$ cat src/rtl/pmt_pkg.sv
package pmt_pkg;

  localparam int WORD_W = 16;
  localparam int GRP_W  = 4;

  typedef enum logic [2:0] {
    ST_IDLE,
    ST_WRITE,
    ST_READ,
    ST_CHECK,
    ST_GROUP,
    ST_DONE
  } pmt_state_e;

  typedef enum logic [1:0] {
    PAT_ZERO = 2'd0,
    PAT_ONES = 2'd1,
    PAT_LFSR = 2'd2,
    PAT_ADDR = 2'd3
  } pmt_pat_e;

  function automatic logic [WORD_W-1:0] lfsr_advance(input logic [WORD_W-1:0] s);
    return {s[14:0], s[15] ^ s[13] ^ s[12] ^ s[10]};
  endfunction

endpackage

$ cat src/rtl/pmt_patgen.sv
module pmt_patgen
  import pmt_pkg::*;
#(
  parameter int ADDR_W = 10
) (
  input  logic              clk,
  input  logic              rst_n,
  input  logic              load,
  input  logic [WORD_W-1:0] seed,
  input  logic              save,
  input  logic              restore,
  input  logic              step,
  input  pmt_pat_e          pat_sel,
  input  logic [ADDR_W-1:0] addr,
  output logic [WORD_W-1:0] word
);

  logic [WORD_W-1:0] lfsr_q;
  logic [WORD_W-1:0] saved_q;
  logic [WORD_W-1:0] seed_fix;
  logic [WORD_W-1:0] addr_word;

  // an all-zero state would lock the register, so it is replaced
  assign seed_fix = (seed == '0) ? WORD_W'(1) : seed;

  generate
    if (ADDR_W >= WORD_W) begin : g_addr_trunc
      assign addr_word = addr[WORD_W-1:0];
    end else begin : g_addr_ext
      assign addr_word = {{(WORD_W-ADDR_W){1'b0}}, addr};
    end
  endgenerate

  always_ff @(posedge clk or negedge rst_n) begin
    if (!rst_n) begin
      lfsr_q  <= WORD_W'(1);
      saved_q <= WORD_W'(1);
    end else begin
      if (load) begin
        lfsr_q  <= seed_fix;
        saved_q <= seed_fix;
      end else begin
        if (restore)   lfsr_q <= saved_q;
        else if (step) lfsr_q <= lfsr_advance(lfsr_q);
        if (save)      saved_q <= lfsr_q;
      end
    end
  end

  always_comb begin
    unique case (pat_sel)
      PAT_ZERO: word = '0;
      PAT_ONES: word = '1;
      PAT_LFSR: word = lfsr_q;
      PAT_ADDR: word = addr_word;
      default:  word = '0;
    endcase
  end

endmodule

$ cat src/rtl/pmt_ctrl.sv
module pmt_ctrl
  import pmt_pkg::*;
#(
  parameter int ADDR_W = 10
) (
  input  logic              clk,
  input  logic              rst_n,
  input  logic              start,
  input  logic              loop_mode,
  output logic [ADDR_W-1:0] addr,
  output pmt_pat_e          pat,
  output logic              start_acc,
  output logic              gen_save,
  output logic              gen_restore,
  output logic              gen_step,
  output logic              wr_en,
  output logic              rd_en,
  output logic              chk_slot,
  output logic              grp_slot,
  output logic              busy,
  output logic              done
);

  localparam logic [ADDR_W-1:0] LAST_ADDR = '1;
  localparam logic [GRP_W-1:0]  GRP_LAST  = '1;

  pmt_state_e state_q;
  logic [ADDR_W-1:0] addr_q;
  pmt_pat_e pat_q;
  logic at_last;
  logic pass_end;

  assign at_last   = (addr_q == LAST_ADDR);
  assign pass_end  = (state_q == ST_GROUP) && at_last;
  assign start_acc = start && ((state_q == ST_IDLE) || (state_q == ST_DONE));

  always_ff @(posedge clk or negedge rst_n) begin
    if (!rst_n) begin
      state_q <= ST_IDLE;
      addr_q  <= '0;
      pat_q   <= PAT_ZERO;
    end else begin
      unique case (state_q)
        ST_IDLE, ST_DONE: begin
          if (start) begin
            state_q <= ST_WRITE;
            addr_q  <= '0;
            pat_q   <= PAT_ZERO;
          end
        end
        ST_WRITE: begin
          if (at_last) begin
            addr_q  <= '0;
            state_q <= ST_READ;
          end else begin
            addr_q  <= addr_q + 1'b1;
          end
        end
        ST_READ: state_q <= ST_CHECK;
        ST_CHECK: begin
          if (addr_q[GRP_W-1:0] == GRP_LAST) begin
            state_q <= ST_GROUP;
          end else begin
            addr_q  <= addr_q + 1'b1;
            state_q <= ST_READ;
          end
        end
        ST_GROUP: begin
          if (at_last) begin
            addr_q <= '0;
            if (loop_mode) begin
              state_q <= ST_READ;
            end else if (pat_q == PAT_ADDR) begin
              state_q <= ST_DONE;
            end else begin
              pat_q   <= pmt_pat_e'(pat_q + 2'd1);
              state_q <= ST_WRITE;
            end
          end else begin
            addr_q  <= addr_q + 1'b1;
            state_q <= ST_READ;
          end
        end
        default: state_q <= ST_IDLE;
      endcase
    end
  end

  assign gen_restore = ((state_q == ST_WRITE) && at_last) || (pass_end && loop_mode);
  assign gen_save    = pass_end && !loop_mode && (pat_q != PAT_ADDR);
  assign gen_step    = (pat_q == PAT_LFSR) &&
                       ((state_q == ST_WRITE) || (state_q == ST_CHECK));

  assign addr     = addr_q;
  assign pat      = pat_q;
  assign wr_en    = (state_q == ST_WRITE);
  assign rd_en    = (state_q == ST_READ);
  assign chk_slot = (state_q == ST_CHECK);
  assign grp_slot = (state_q == ST_GROUP);
  assign busy     = (state_q != ST_IDLE) && (state_q != ST_DONE);
  assign done     = (state_q == ST_DONE);

endmodule

$ cat src/rtl/pmt_cmp.sv
module pmt_cmp
  import pmt_pkg::*;
#(
  parameter int ADDR_W = 10
) (
  input  logic              clk,
  input  logic              rst_n,
  input  logic              clear,
  input  logic              chk_en,
  input  logic [WORD_W-1:0] rdata,
  input  logic [WORD_W-1:0] expect_w,
  input  logic [ADDR_W-1:0] addr,
  output logic              err_valid,
  output logic [ADDR_W-1:0] err_addr,
  output logic [WORD_W-1:0] err_expect,
  output logic [WORD_W-1:0] err_mask,
  output logic              fail
);

  logic [WORD_W-1:0] diff;
  logic hit;

  assign diff = rdata ^ expect_w;
  assign hit  = chk_en && (diff != '0);

  always_ff @(posedge clk or negedge rst_n) begin
    if (!rst_n) begin
      err_valid  <= 1'b0;
      err_addr   <= '0;
      err_expect <= '0;
      err_mask   <= '0;
      fail       <= 1'b0;
    end else begin
      err_valid <= hit;
      if (hit) begin
        err_addr   <= addr;
        err_expect <= expect_w;
        err_mask   <= diff;
      end
      if (clear)    fail <= 1'b0;
      else if (hit) fail <= 1'b1;
    end
  end

endmodule

$ cat src/rtl/pmt_engine.sv
module pmt_engine
  import pmt_pkg::*;
#(
  parameter int ADDR_W = 10
) (
  input  logic              clk,
  input  logic              rst_n,
  input  logic              start,
  input  logic              loop_mode,
  input  logic              chk_disable,
  input  logic [15:0]       seed,
  output logic [ADDR_W-1:0] mem_addr,
  output logic [15:0]       mem_wdata,
  output logic              mem_we,
  output logic              mem_re,
  input  logic [15:0]       mem_rdata,
  output logic              busy,
  output logic              done,
  output logic              grp_chk,
  output logic [ADDR_W-1:0] grp_base,
  output logic              err_valid,
  output logic [ADDR_W-1:0] err_addr,
  output logic [15:0]       err_expect,
  output logic [15:0]       err_mask,
  output logic              fail
);

  logic [ADDR_W-1:0] addr;
  pmt_pat_e pat;
  logic start_acc, gen_save, gen_restore, gen_step;
  logic chk_slot, grp_slot;
  logic [WORD_W-1:0] word;

  pmt_ctrl #(.ADDR_W(ADDR_W)) ctrl_i (
    .clk(clk), .rst_n(rst_n), .start(start), .loop_mode(loop_mode),
    .addr(addr), .pat(pat), .start_acc(start_acc),
    .gen_save(gen_save), .gen_restore(gen_restore), .gen_step(gen_step),
    .wr_en(mem_we), .rd_en(mem_re), .chk_slot(chk_slot), .grp_slot(grp_slot),
    .busy(busy), .done(done)
  );

  pmt_patgen #(.ADDR_W(ADDR_W)) gen_i (
    .clk(clk), .rst_n(rst_n), .load(start_acc), .seed(seed),
    .save(gen_save), .restore(gen_restore), .step(gen_step),
    .pat_sel(pat), .addr(addr), .word(word)
  );

  pmt_cmp #(.ADDR_W(ADDR_W)) cmp_i (
    .clk(clk), .rst_n(rst_n), .clear(start_acc),
    .chk_en(chk_slot && !chk_disable), .rdata(mem_rdata), .expect_w(word),
    .addr(addr), .err_valid(err_valid), .err_addr(err_addr),
    .err_expect(err_expect), .err_mask(err_mask), .fail(fail)
  );

  assign mem_addr  = addr;
  assign mem_wdata = word;
  assign grp_chk   = grp_slot && !chk_disable;
  assign grp_base  = {addr[ADDR_W-1:GRP_W], {GRP_W{1'b0}}};

endmodule

$ cat config.mk
export PLATFORM = sky130hd
export DESIGN_NAME = pmt_engine
export DESIGN_NICKNAME = d
export VERILOG_FILES = /design/src/rtl/pmt_pkg.sv /design/src/rtl/pmt_patgen.sv /design/src/rtl/pmt_ctrl.sv /design/src/rtl/pmt_cmp.sv /design/src/rtl/pmt_engine.sv
export SDC_FILE = /design/constraint.sdc
export NUM_CORES = 1
export LEC_CHECK = 0
export CELL_PAD_IN_SITES_DETAIL_PLACEMENT = 0
export CELL_PAD_IN_SITES_GLOBAL_PLACEMENT = 1
export CORE_MARGIN = 1
export CORE_UTILIZATION = 41
export CTS_CLUSTER_SIZE = 12
export DETAILED_ROUTE_END_ITERATION = 10
export GPL_ROUTABILITY_DRIVEN = 0
export PLACE_DENSITY = 0.95
export REMOVE_ABC_BUFFERS = 1
export SLEW_MARGIN = 20
export SYNTH_ARGS = -nofsm -noshare
export SYNTH_HDL_FRONTEND = slang
export SYNTH_SLANG_ARGS = --single-unit
$ cat constraint.sdc
create_clock -name clk -period 5 [get_ports clk]
set_input_delay 1.5 -clock clk [delete_from_list [all_inputs] [get_ports clk]]
set_output_delay 1.5 -clock clk [all_outputs]
set_load 0.1 [all_outputs]
==> results of run 1 <==
## cell usage in the layout (no fill, tap or decap), drive strengths merged, types with 19 or more instances in the layout
cell | synthesis | routed
a21boi | 19 | 19
a21oi | 38 | 38
a221oi | 27 | 27
buf | 21 | 33
clkdlybuf4s50 | 0 | 97
dfrtp | 89 | 89
inv | 29 | 33
nand2 | 97 | 97
nand3 | 70 | 70
nor2 | 37 | 37
o21ai | 60 | 60
or4 | 29 | 29
## synth_stat cells (all sizes together), types with 2 or more instances
cell type	n
and3	8
nand4	2
nor4	5
a21boi	19
dfrtp	89
a22o	4
o211ai	6
o21ai	60
o31ai	4
buf	21
nand3	70
nor2	37
or4	29
clkbuf	50
or3	6
a31oi	15
nor3	5
and2	14
a21oi	38
or2	3
a22oi	13
nand2	97
inv	29
ha	3
nand2b	3
xnor2	12
nor3b	3
a221oi	27
dfstp	2
nor2b	4
a21o	15
a211o	2
a311oi	15
## state kept, by name, indices dropped and copies added (netlist names)
name / flops
cmp_i.fail: 1
gen_i.lfsr_q: 16
cmp_i.err_valid: 1
cmp_i.err_addr: 10
ctrl_i.pat: 2
gen_i.saved_q: 16
cmp_i.err_mask: 16
cmp_i.err_expect: 16
ctrl_i.addr: 10
ctrl_i.state_q: 3
## kinds of logic (layout without fill, tap and decap cells)
family / after synthesis / in the layout / synth area share
buffers and inverters: 100 / 175 / 0.0737
flip-flops: 91 / 91 / 0.389
adder cells (fa/ha/maj): 3 / 3 / 0.00641
multiplexers: 1 / 1 / 0.00192
other: 1 / 4 / 0.000640
XOR/XNOR: 13 / 13 / 0.0194
AO/OA/AOI/OAI: 225 / 225 / 0.267
AND/OR/NAND/NOR: 287 / 287 / 0.242
## layout make-up
cell class | count | area [µm²]
fill | 1280 | 6650
multi-input combinational | 533 | 3170
sequential | 91 | 2280
timing repair buffer | 130 | 1220
clock buffer | 9 | 225
tap | 180 | 225
inverter | 29 | 109
clock inverter | 7 | 58.8
## per-layer routing
layer	GRT usage	vias to the layer above
li1	-	2787
met1	0.318	2895
met2	0.366	259
met3	0.0277	41
met4	0.118	0
met5	0	-
## metrics by stage
| step | std cells | setup TNS, ns | instance area, µm² | util |
|---|---|---|---|---|
| after global placement | 963 | 0 | 7000 | 0.502 |
| after detailed placement | 963 | 0 | 7000 | 0.502 |
| final | 979 | 0 | 7280 | 0.523 |
| after floorplan | 653 | -30.67 | 5550 | - |
| after CTS | 979 | 0 | 7280 | 0.523 |
| after global routing | 979 | 0 | 7280 | 0.523 |
## final timing paths
kind / end / from / slack (ns)
max: mem_wdata[4] / ctrl_i.pat[1] / 0.59
min: cmp_i.err_mask[1] / cmp_i.err_mask[1] / 0.53
max reg2reg: cmp_i.fail / ctrl_i.pat[1] / 0.97
min reg2reg: cmp_i.err_mask[1] / cmp_i.err_mask[1] / 0.53
max in group asynchronous: gen_i.lfsr_q[0] / rst_n / 2.78
min in group asynchronous: cmp_i.err_addr[3] / rst_n / 1.24
## tightest hold or removal path, stage by stage (launching register included)
cell and delay [ns]:
dfrtp_1 0.37, a21oi_1 0.06, o21ai_0 0.06
==> results.tsv, run 1 <==
metric	value	unit
Worst-Margin Slew	1.02	ns
synth top area cells	dfrtp_1 (38%), nand2_1 (6.2%), nand3_1 (6.0%)	
first-pass GRT wire length	27600	µm
Netlist cell types	51	
layout cells sized above 1	0.0851	
Worst setup SP type	flop	
vias per inst	6.11	
Yosys reg bits	91	
drt pass-1 iters	7	
hold_ws	0.529	ns
Fin. Hold Viols	0	
Reg clk slew, reported paths	0.07	ns
EDFF count, synth	0	
Req. time, crit path	3.50	ns
status	finished clean	
area grow syn2layout	24.4	%
Mapped Area	5860	µm²
post-synthesis sequential area ratio	0.389	
Final Cycle Share	0.882	
M1 WL	7410	µm
Port Buffer Count	117	
H-tree depth	3	
hold path depth	2	
antenna-violating nets left	0	
unrepaired setup endpoints after global routing	no	
critical path class	flop to output pin	
Synth area leader	dfrtp_1	
max layer used	met4	
Buf+Inv Stages, Crit Path	1	
maxcap violations	0	
final setup fails	0	
largest net degree at the start of global routing	71	
WP data arrival	2.91	ns
chip height	122	µm
Post-CTS Repair Setup Buffers	0	
Sink Count	91	
Worst path depth	4	
Core ar.	13900	µm²
Pins Over Slew Limit	0	
total track usage	0.234	
worst clock skew	0.00609	ns
Detail Placement HPWL	11500	µm
CP peak stage delay	0.80	ns
Relative slew margins	0.316	
setup ws final	0.590	ns
met2 WL	8180	µm
Min-Delay Path Class	flop to flop	
root buffer cell	clkbuf_16	
final WL	17100	µm
cell breakdown of the critical path	ha_1 > a22oi_1 > a21oi_1 > buf_4	
grt ovf	0	
initial antenna violation count	0	
DRC errors left	0	
CP delay by family, top	flip-flops	
Syn Inst Count	721	
routed via count	5982	
CP max stage cell	dfrtp_1	
reg2reg path depth	8	
CP endpoint kind	output pin	
Detailed Route Iter0 Violations	576	
Max clock buf depth	2	
Final Critical Period	4.41	ns
Setup WS pre-CTS	0.996	ns
Async SR Flop Fraction	1.00	
DR WL/cell	17.5	µm
initial core utilization	0.420	
Synth Flop Type	dfrtp_1	
synth warn	0	
die area	14800	µm²
number of global-route vias before repair	5610	
n_diodes	0	
CTS tree	yes	
cell row count	43	
chip width	122	µm
num ports	122	
fmax	0.227	GHz
cts bufs inserted	9	
crit-path max FO	26	
Final nets	834	
metal3 WL	1060	µm
Clk Latency, worst-skew pair	0.35	ns
top cell type's share of synthesized area	0.380	
post-cts resize count	0	
Post-CTS Hold Fix Bufs	0	
synthesized area per cell	8.12	µm²
Power of run 1 is not shown: default switching activity piles up to over one toggle a cycle in this logic, so the estimate is an artifact.
==> run 2: changes to the inputs <==
Settings changed: CORE_ASPECT_RATIO set to 2, SKIP_LAST_GASP set to 1.
==> run 2 against run 1 <==
  * Worst setup slack gained 0.30 ns
  * Wire length grew 4.4%
  * Via count grew 1.7%
  * Global-route usage grew 1.4 points
  * Utilization grew 0.66 points
  * Sequential share of layout area shrank 0.29 points
  * Highest routed layer unchanged
  * Cell count grew 0.82%
  * First-iteration DRC count shrank 5.2%
  * Clock-buffer cell count is the same
  * Clock skew grew 0.0025 ns
==> results.tsv, run 2 (synthesized netlist as in run 1, its figures left out) <==
metric	value	unit	change
Worst-Margin Slew	0.992	ns	was 1.02 ns
number of global-route vias before repair	5789		was 5610
WP data arrival	2.61	ns	was 2.91 ns
grt ovf	0		unchanged
Final Critical Period	4.11	ns	was 4.41 ns
Finished Cell Area	7350	µm²	was 7280 µm²
Reg clk slew, reported paths	0.06	ns	was 0.07 ns
vias per inst	6.16		was 6.11
chip height	171	µm	was 122 µm
Post-CTS Hold Fix Bufs	0		unchanged
crit-path max FO	26		unchanged
H-tree depth	3		unchanged
Relative slew margins	0.337		was 0.316
layout cells sized above 1	0.0840		was 0.0851
CTS tree	yes		unchanged
critical path class	flop to output pin		unchanged
Fin. Hold Viols	0		unchanged
cell row count	61		was 43
Core ar.	13900	µm²	about the same
post-cts resize count	0		unchanged
cts bufs inserted	9		unchanged
GRT Max-Usage Layer	met2		unchanged
num ports	122		unchanged
total track usage	0.247		was 0.234
DR WL/cell	18.1	µm	was 17.5 µm
Worst setup SP type	flop		unchanged
largest net degree at the start of global routing	65		was 71
commonest non-fill, non-tap cells in the layout	nand2_1 (97), clkdlybuf4s50_1 (97), dfrtp_1 (89)		unchanged
initial antenna violation count	0		unchanged
Final Cycle Share	0.822		was 0.882
routed via count	6083		was 5982
unrepaired setup endpoints after global routing	no		unchanged
Port Buffer Count	117		unchanged
die area	14800	µm²	about the same
Max clock buf depth	2		unchanged
Post-DP Area	7000	µm²	about the same
Req. time, crit path	3.50	ns	about the same
drt pass-1 iters	5		was 7
antenna-violating nets left	0		unchanged
fmax	0.243	GHz	was 0.227 GHz
Sink Count	91		unchanged
chip width	86.5	µm	was 122 µm
Post-CTS Repair Setup Buffers	0		unchanged
Clk Latency, worst-skew pair	0.34	ns	was 0.35 ns
DRC errors left	0		unchanged
n_diodes	0		unchanged
root buffer cell	clkbuf_16		unchanged
first-pass GRT wire length	29000	µm	was 27600 µm
grt met1 use	0.286		was 0.318
final setup fails	0		unchanged
CP endpoint kind	output pin		unchanged
maxcap violations	0		unchanged
M2 GR Usage	0.434		was 0.366
initial core utilization	0.422		was 0.420
final WL	17900	µm	was 17100 µm
area grow syn2layout	25.6	%	was 24.4%
hold_ws	0.517	ns	was 0.529 ns
met3 usage	0.0314		was 0.0277
Min-Delay Path Class	flop to flop		unchanged
worst clock skew	0.00862	ns	was 0.00609 ns
Final nets	833		was 834
Pins Over Slew Limit	0		unchanged
Detail Placement HPWL	12600	µm	was 11500 µm
Detailed Route Iter0 Violations	546		was 576
status	finished clean		unchanged
[run 2: layout make-up]
type                            instances  area (µm²)
Sequential cell                        91        2280
Clock inverter                          7         124
Clock buffer                            9         225
Timing Repair Buffer                  129        1210
Inverter                               29         109
Fill cell                            1326        6540
Tap cell                              189         236
Multi-Input combinational cell        533        3170
[run 2: metal layers]
metal  vias to the layer above  share of wire
li1                       2765              -
met3                        59          0.061
met5                         -              0
met4                         0          0.040
met2                       303           0.53
met1                      2956           0.37
[run 2: critical path: stages (launching register included)]
cell and delay (ns):
dfrtp_1 0.33, buf_4 0.26, ha_1 0.64, a22oi_1 0.21, a21oi_1 0.45, buf_4 0.38
[run 2: through the flow]
stage,util,std cells,worst slack (ns),TNS [ns]
2_1_floorplan,-,653,-1.08,-30.67
3_3_place_gp,0.504,971,1.00,0
4_1_cts,0.529,987,0.909,0
6_report,0.529,987,0.888,0
5_1_grt,0.529,987,0.695,0
3_5_place_dp,0.504,971,0.923,0
[run 2: path summary, 6_finish.rpt]
kind / startpoint / endpoint / slack (ns) / cells after the start
hold reg to reg: gen_i.lfsr_q[0] / gen_i.lfsr_q[0] / 0.52 / 2
setup / recovery: ctrl_i.pat[1] / mem_wdata[9] / 0.89 / 5
max in group asynchronous: rst_n / gen_i.saved_q[0] / 2.76 / 2
hold / removal: gen_i.lfsr_q[0] / gen_i.lfsr_q[0] / 0.52 / 2
min in group asynchronous: rst_n / cmp_i.err_addr[4] / 1.24 / 1
setup reg to reg: ctrl_i.pat[1] / cmp_i.fail / 1.27 / 9
Power of run 2 is left out for the same reason.
